<file path="src/rtl/hbg_pkg.sv">
package hbg_pkg;

    // Selected half of the bridge period: 0 = low side, 1 = high side.
    typedef enum logic {
        SIDE_LO = 1'b0,
        SIDE_HI = 1'b1
    } side_e;

    function automatic side_e other_side(side_e s);
        return (s == SIDE_HI) ? SIDE_LO : SIDE_HI;
    endfunction

endpackage

</file>
<file path="src/rtl/hbg_osc_sync.sv">
module hbg_osc_sync #(
    parameter int STAGES = 2
) (
    input  logic clk,
    input  logic rst_n,
    input  logic async_i,
    output logic fall_o
);
    // Synchroniser stages plus one history stage for edge detection.
    logic [STAGES:0] sh_q;

    always_ff @(posedge clk or negedge rst_n) begin
        if (!rst_n) sh_q <= '0;
        else        sh_q <= {sh_q[STAGES-1:0], async_i};
    end

    assign fall_o = sh_q[STAGES] & ~sh_q[STAGES-1];

endmodule

</file>
<file path="src/rtl/hbg_deadtime.sv">
module hbg_deadtime #(
    parameter int DEAD_CYC = 60
) (
    input  logic clk,
    input  logic rst_n,
    input  logic load_i,
    input  logic clr_i,
    output logic expired_d_o
);
    localparam int CW = $clog2(DEAD_CYC + 1);

    logic [CW-1:0] cnt_d, cnt_q;

    always_comb begin
        if (clr_i)              cnt_d = '0;
        else if (load_i)        cnt_d = CW'(DEAD_CYC);
        else if (cnt_q != '0)   cnt_d = cnt_q - 1'b1;
        else                    cnt_d = cnt_q;
    end

    always_ff @(posedge clk or negedge rst_n) begin
        if (!rst_n) cnt_q <= '0;
        else        cnt_q <= cnt_d;
    end

    // Next-state view so that gates register in the edge the count ends.
    assign expired_d_o = (cnt_d == '0);

endmodule

</file>
<file path="src/rtl/hbg_gate_drive.sv">
module hbg_gate_drive
    import hbg_pkg::*;
#(
    parameter int DEAD_CYC    = 60,
    parameter int SYNC_STAGES = 2
) (
    input  logic clk,
    input  logic rst_n,
    input  logic osc_i,
    input  logic boot_low_i,
    input  logic sat_i,
    input  logic force_start_i,
    output logic hs_on_o,
    output logic ls_on_o,
    output logic freq_up_o
);
    typedef struct packed {
        side_e side;
        logic  cut;
        logic  hs;
        logic  ls;
        logic  fup;
    } st_t;

    localparam st_t ST_RESET = '{side: SIDE_LO, cut: 1'b0, hs: 1'b0, ls: 1'b1, fup: 1'b0};

    st_t  st_d, st_q;
    logic osc_fall;
    logic swap;
    logic dead_over;
    logic gate_active;

    hbg_osc_sync #(.STAGES(SYNC_STAGES)) u_sync (
        .clk     (clk),
        .rst_n   (rst_n),
        .async_i (osc_i),
        .fall_o  (osc_fall)
    );

    assign swap = osc_fall & ~force_start_i;

    hbg_deadtime #(.DEAD_CYC(DEAD_CYC)) u_dead (
        .clk         (clk),
        .rst_n       (rst_n),
        .load_i      (swap),
        .clr_i       (force_start_i),
        .expired_d_o (dead_over)
    );

    assign gate_active = st_q.hs | st_q.ls;

    always_comb begin
        st_d     = st_q;
        st_d.fup = 1'b0;
        if (force_start_i) begin
            st_d.side = SIDE_LO;
            st_d.cut  = 1'b0;
            st_d.hs   = 1'b0;
            st_d.ls   = 1'b1;
        end else begin
            if (swap) begin
                st_d.side = other_side(st_q.side);
                st_d.cut  = 1'b0;
            end else if (sat_i && gate_active && !st_q.cut) begin
                st_d.cut = 1'b1;
                st_d.fup = 1'b1;
            end
            st_d.hs = (st_d.side == SIDE_HI) & dead_over & ~st_d.cut & ~boot_low_i;
            st_d.ls = (st_d.side == SIDE_LO) & dead_over & ~st_d.cut;
        end
    end

    always_ff @(posedge clk or negedge rst_n) begin
        if (!rst_n) st_q <= ST_RESET;
        else        st_q <= st_d;
    end

    assign hs_on_o   = st_q.hs;
    assign ls_on_o   = st_q.ls;
    assign freq_up_o = st_q.fup;

endmodule

</file>
<file path="config.mk">
export PLATFORM = sky130hd
export DESIGN_NAME = hbg_gate_drive
export DESIGN_NICKNAME = d
export VERILOG_FILES = /design/src/rtl/hbg_pkg.sv /design/src/rtl/hbg_osc_sync.sv /design/src/rtl/hbg_deadtime.sv /design/src/rtl/hbg_gate_drive.sv
export SDC_FILE = /design/constraint.sdc
export NUM_CORES = 1
export LEC_CHECK = 0
export BUFFER_PORTS_ARGS = -buffer_cell sky130_fd_sc_hd__buf_2
export CAP_MARGIN = 40
export CORE_ASPECT_RATIO = 1.25
export CORE_UTILIZATION = 25
export CTS_CLUSTER_SIZE = 30
export DETAILED_ROUTE_END_ITERATION = 10
export HOLD_SLACK_MARGIN = 0.15
export PLACE_DENSITY = 0.44
export SKIP_CTS_REPAIR_TIMING = 1
export SYNTH_ARGS = -nofsm -noshare
export SYNTH_HDL_FRONTEND = slang
export SYNTH_SLANG_ARGS = --single-unit
</file>
<file path="constraint.sdc">
create_clock -name clk -period 3.3 [get_ports clk]
set_clock_uncertainty 0.2 [all_clocks]
set_input_delay 0.66 -clock clk [delete_from_list [all_inputs] [get_ports clk]]
set_output_delay 0.66 -clock clk [all_outputs]
set_load 0.005 [all_outputs]
</file>
; After elaboration in Yosys (flattened, before gate mapping)
; Cells that the tools add are included.
[classes]
bitwise = 13
div_mod_pow = 0
reduce_logical = 5
add_sub_neg = 1
n_shift = 0
eq_ne = 0
mul = 0
magnitude_cmp = 0
mux = 13
[ops]
columns = op, count
row1 = $mux W6, 3
row2 = $mux W1, 9
row3 = $and A1 B1 Y1, 7
row4 = $logic_not A6 Y1, 1
row5 = $reduce_bool A6 Y1, 1
row6 = $sub A6 B1 Y6 const B, 1
row7 = $not A1 Y1, 5
row8 = $mux W4, 1
row9 = $logic_and A1 B1 Y1, 2
row10 = $logic_not A1 Y1, 1
row11 = $or A1 B1 Y1, 1
[totals]
n_memories = 0
romBits = 0
ramBits = 0
in_bits = 6
ff_bits = 14
latch_bits = 0

; Longest topological paths before layout
; Gate-level depths: netlist (run 1).
[depth]
ltp_word = 10
mapped_depth = 7
depth_no_buf = 7

; Hierarchy
; From an unflattened synthesis (run 1), not the netlist that was laid out.
[unflattened]
cells_unflattened = 64
hier_area_um2 = 708.2
[by_module_without_submodules]
columns = module, seq_area_each_um2, cells_per_inst, area_per_inst_um2, instances
row1 = hbg_deadtime, 150.1, 44, 412.9, 1
row2 = hbg_gate_drive, 126.4, 16, 206.4, 1
row3 = hbg_osc_sync, 75.1, 4, 88.8, 1

; Worst setup path after synthesis (run 1)
; Ideal clock, no wire load.
[synth_timing]
path_type = register to register
from = register u_dead.cnt_q[0]
to = register st_q (netlist bit hs_on_o)
arrival_time_ps = 1575
setup_time_ps = 95
stages_incl_launch_ff = 8
synth_period_minus_slack_ps = 1870
path_buffers = 0
slack_ps = 1430
path_cell_list = dfrtp_1 -> inv_1 -> ha_1 -> or2_0 -> o21ai_0 -> mux2_2 -> a31oi_1 -> nor4b_2
[synth_rtl]
columns = item, line_no
row1 = start: declaration, hbg_deadtime.sv:12  ; logic [CW-1:0] cnt_d, cnt_q;
row2 = start signal: assignment, hbg_deadtime.sv:23  ; else cnt_q <= cnt_d;
row3 = end signal: assignment, hbg_gate_drive.sv:75  ; else st_q <= st_d;
row4 = end: declaration, hbg_gate_drive.sv:27  ; st_t st_d, st_q;

==> results of run 1 <==
-- critical path: stages (launching register included) --
cell,delay (ps)
dfrtp_1,480
inv_1,100
ha_1,270
or2_0,230
o21ai_0,140
mux2_2,160
a31oi_1,120
o31ai_1,270
-- power groups by stage --
stage,logic (mW),registers (mW),clock network [mW]
global placement,0.268,0.273,0
floorplan,0.246,0.252,0
detailed placement,0.268,0.272,0
global route,0.296,0.277,0.136
CTS,0.271,0.269,0.130
finish,0.267,0.268,0.124
-- metal layers --
metal	vias up	wire [um]	global-route usage
met1	220	535	0.1057
li1	235	-	-
met4	0	17	0.06303
met2	5	614	0.1526
met5	-	0	0
met3	2	23	0.03008
-- flip-flops by register name, summed over array words and instances (netlist names) --
signal / count
hs_on_o: 1
freq_up_o: 1
st_q: 2
ls_on_o: 1
u_sync.sh_q: 3
u_dead.cnt_q: 6
-- cell families after synthesis --
logic type	after synthesis
fa+ha+maj	2
buf+inv	7
simple gates	21
compound gates	11
flops	14
mux	1
xor+xnor	6
-- placed cells by master (no fill, tap or decap), drive strengths merged --
master,count
o31ai,1
dfrtp,13
nor4,1
nor3,3
xnor2,4
inv,5
clkbuf,4
dlygate4sd3,1
mux2,1
a31oi,1
buf,8
nor3b,1
nor4b,1
nor2,7
o21a,1
dfstp,1
or3,1
nand2,4
ha,2
and3,1
o311ai,1
o21ai,6
nand3b,1
xor2,2
a211oi,1
or2,1
-- through the flow --
| stage | instance area, sq um | hold WS (ps) |
|---|---|---|
| after global routing | 808.3 | 180.0 |
| after detailed placement | 762.0 | 146.5 |
| after floorplan | 695.7 | 131.2 |
| final | 808.3 | 159.0 |
| after global placement | 762.0 | 136.5 |
| after CTS | 798.3 | 53.72 |
-- final timing paths --
check | slack [ps] | to | start | depth (start not counted)
min | 160 | u_sync.sh_q[1] | u_sync.sh_q[0] | 0
max reg2reg | 1240 | ls_on_o | u_dead.cnt_q[0] | 7
min in group asynchronous | 590 | hs_on_o | rst_n | 2
min reg2reg | 160 | u_sync.sh_q[1] | u_sync.sh_q[0] | 0
max in group asynchronous | 2010 | ls_on_o | rst_n | 2
max | 1240 | ls_on_o | u_dead.cnt_q[0] | 7
-- cell type report --
cell class | instances | area [sq um] | area share
clock buffers | 4 | 36.28 | 0.04489
inverters | 5 | 18.77 | 0.02322
multi-input cells | 41 | 309.0 | 0.3824
flip-flops and latches | 14 | 351.6 | 0.4350
well taps | 34 | 42.54 | 0.05263
repair buffers | 9 | 50.05 | 0.06192
==> out/summary.txt, run 1 <==
Cell taking the most area after synthesis - dfrtp_1
Post-synth top cells - 13 x dfrtp_1, 7 x nor2_1, 6 x o21ai_0
Final setup TNS - 0 ps
GR Overflow Total - 0
Final Non-Filler Cells - 107
Die span in y - 60.98 um
Fin crit period - 2058 ps
Worst setup EP type - flop
Lkg Pwr - 0.3665 nW
Initial antenna violation count - 0
Status - complete, no violations
Fillers - 284
FP Rows - 21
Post-synthesis simple-gate area fraction - 0.2086
GP Congestion - 0.7439
Post-Route Utilization - 0.3046
Core area - 2654 sq um
Largest net degree at the start of global routing - 15
Switching Share - 0.3726
Wirelength per Cell - 11.12 um
Syn nets - 70
DR vias - 462
Post-synthesis sequential area ratio - 0.5054
Final period util - 0.6235
Compound-cell area share of the yosys netlist - 0.1079
Ant. Diodes - 0
Initial Util - 0.2621
Synth Flop Type - dfrtp_1
Number of synthesized flops with an enable pin - 0
Drt first-iter violations - 13
Layout Nets - 82
Placed cells - 102
Slew Viols, Final - 0
Clock transition at the registers of the reported paths - 80 ps
Clk sink count - 14
Layout cell share with drive strength beyond 1 - 0.2740
CP Data Required Time - 3290 ps
Post-synthesis area per instance - 11.22 sq um
Internal Pwr Total - 413.3 uW
CP Class - reg -> reg
CP Launch Type - flop
Cell Area, Synth - 695.7 sq um
Drt first pass iters - 3
DR vias/cell - 4.318
Vias in the first global route - 443
Net switching power - 245.4 uW
YS warnings - 0
CTS max path bufs - 2
Clk Latency, worst-skew pair - 280 ps
Detailed Place HPWL - 926.3 um
Post-route ant nets - 0
Setup ws final - 1242 ps
Die area - 2999 sq um
DRC Markers - 0
Root Driver - clkbuf_4
Distinct cells, synth - 27
Final Hold Viols - 0
RSZ-0062 raised after global routing - false
Setup violators final - 0
Area grow syn2layout - 16.19%
Worst-margin pin slew - 598.9 ps
Worst EP arrival - 2040 ps
Place WS - 1228 ps
Slew headroom - 0.5965
Mapped Cells - 62
Post-Synth XOR/XNOR Area - 0.07554
Die Span X - 49.18 um
WL final - 1.190 mm
Ys async rst share - 1.000
Worst Path Max Fanout - 7
PortBufs - 8
TritonCTS clock tree - built
Logic pwr share - 0.405
Io pins - 9
Maximum clock frequency - 0.4860 GHz
Mux cell area share after synthesis - 0.01619
Most common cell in the netlist - dfrtp_1
Synth top area cells - dfrtp_1 47%, xnor2_1 5.0%, o21ai_0 4.3%
Pwr Total - 658.7 uW
First-pass GRT wire length - 1.973 mm
CTS HTree Levels - 1
Post-synth top area share - 0.4676
Clock power frac - 0.188
Maximum vdd ir drop - 0.2422 mV
Adder-cell share of the synthesized area - 0.03597
Sequential Power Share - 0.407
Largest family of logic cells by synthesized area - simple AND/OR/NAND/NOR gates
Total CTS buffers - 3
Total Routing Usage GR - 0.09350
Power Density - 814.9 nW/um^2
Tightest Hold Check Type - reg -> reg
Number of max-cap violations - 0
Flop and latch count out of synthesis - 14
Power figures use the tool's default switching activity.
==> run 2, diff against run 1 <==
==> constraint.sdc (replaced) <==
create_clock -name clk -period 2.1 [get_ports clk]
set_clock_uncertainty 0.2 [all_clocks]
set_input_delay 0.42 -clock clk [delete_from_list [all_inputs] [get_ports clk]]
set_output_delay 0.42 -clock clk [all_outputs]
set_load 0.005 [all_outputs]
==> out/summary.txt, run 2 (same netlist as run 1, synthesis figures left out) <==
Pwr Total - 1.077 mW
Number of max-cap violations - 0
Layout cell share with drive strength beyond 1 - 0.2911
Setup violators final - 0
GR Overflow Total - 0
TritonCTS clock tree - built
Maximum clock frequency - 0.5210 GHz
CP Class - reg -> reg
Maximum vdd ir drop - 0.4054 mV
First-pass GRT wire length - 2.076 mm
CTS HTree Levels - 1
Worst Path Max Fanout - 5
Power Density - 1251 nW/um^2
WL final - 1.249 mm
Die area - 2999 sq um
Ant. Diodes - 0
Area grow syn2layout - 23.74%
CTS max path bufs - 2
Post-Route Utilization - 0.3244
Layout Nets - 88
Slew Viols, Final - 0
Fin crit period - 1919 ps
PortBufs - 8
CP Launch Type - flop
Clk Latency, worst-skew pair - 280 ps
Final Non-Filler Cells - 113
Wirelength per Cell - 11.05 um
Drt first-iter violations - 7
CP Data Required Time - 2090 ps
Initial Util - 0.2621
Largest register by flop count - u_dead.cnt_q
Largest regs - u_dead.cnt_q: 6 flops, u_sync.sh_q: 3 flops, st_q: 2 flops
Worst setup EP type - flop
GP Congestion - 0.7269
Clk sink count - 14
Slew headroom - 0.7900
DRC Markers - 0
Core area - 2654 sq um
Final Instance Area - 860.8 sq um
Io pins - 9
Most common cell after layout, fill and taps aside - dfrtp_1
Final period util - 0.9140
Clock transition at the registers of the reported paths - 100 ps
Place WS - 182.0 ps
Setup ws final - 180.6 ps
Status - complete, no violations
Total CTS buffers - 3
Detailed Place HPWL - 943.4 um
Hold_ws - 163.2 ps
Final Hold Viols - 0
Tightest Hold Check Type - reg -> reg
RSZ-0062 raised after global routing - false
Largest net degree at the start of global routing - 15
Worst EP arrival - 1910 ps
Post-route ant nets - 0
Vias in the first global route - 471
DR vias - 489
Drt first pass iters - 4
Die span in y - 60.98 um
FP Rows - 21
Initial antenna violation count - 0
Most frequent cells in the layout - 13 x dfrtp_1, 8 x buf_2, 7 x nor2_1
Die Span X - 49.18 um
Number of flip-flops under the largest register name - 6
Root Driver - clkbuf_4
Total Routing Usage GR - 0.09452
Worst-margin pin slew - 314.9 ps
Placed cells - 105
DR vias/cell - 4.327
Dpl cell area - 784.5 sq um
Lkg Pwr - 0.3939 nW
Final setup TNS - 0 ps
## run 2: changes by cell type in the layout (fill, tap and decap cells not counted), sizes merged
cell         delta
buf             +3
dlygate4sd3     +3
## run 2: power by group
group          switching (mW)  leakage (nW)  internal, mW
registers              0.0635         0.177         0.333
clock network          0.0932        0.0210         0.105
logic                   0.245         0.196         0.236
## run 2: final cells by class
| cell class | instances | area, sq um |
|---|---|---|
| tap | 34 | 42.54 |
| sequential | 14 | 351.6 |
| fill | 283 | 1793 |
| multi-input combinational | 41 | 309.0 |
| clock buffer | 4 | 36.28 |
| timing repair buffer | 15 | 102.6 |
| inverter | 5 | 18.77 |
## run 2: worst paths after layout
kind / start / slack [ps] / to / cells after the start
setup reg to reg: u_dead.cnt_q[0] / 180 / hs_on_o / 7
min in group asynchronous: rst_n / 360 / hs_on_o / 2
hold / removal: u_sync.sh_q[0] / 160 / u_sync.sh_q[1] / 0
setup / recovery: u_dead.cnt_q[0] / 180 / hs_on_o / 7
max in group asynchronous: rst_n / 1050 / ls_on_o / 2
hold reg to reg: u_sync.sh_q[0] / 160 / u_sync.sh_q[1] / 0
## run 2: metal layers
layer  part of all wire  GRT usage  vias up  wire, um
met2               0.53     0.1526        5       667
met4              0.014    0.08403        0        18
met1               0.44     0.1131      239       548
met3              0.011    0.01003        2        14
met5                  0          0        -         0
li1                   -          -      243         -
## run 2: worst max-delay path: stages, from the launching register on
cell and delay, ps:
dfrtp_1 350, inv_1 60, ha_1 250, or2_0 250, o21ai_0 150, mux2_2 170
a31oi_1 120, nor4b_2 290
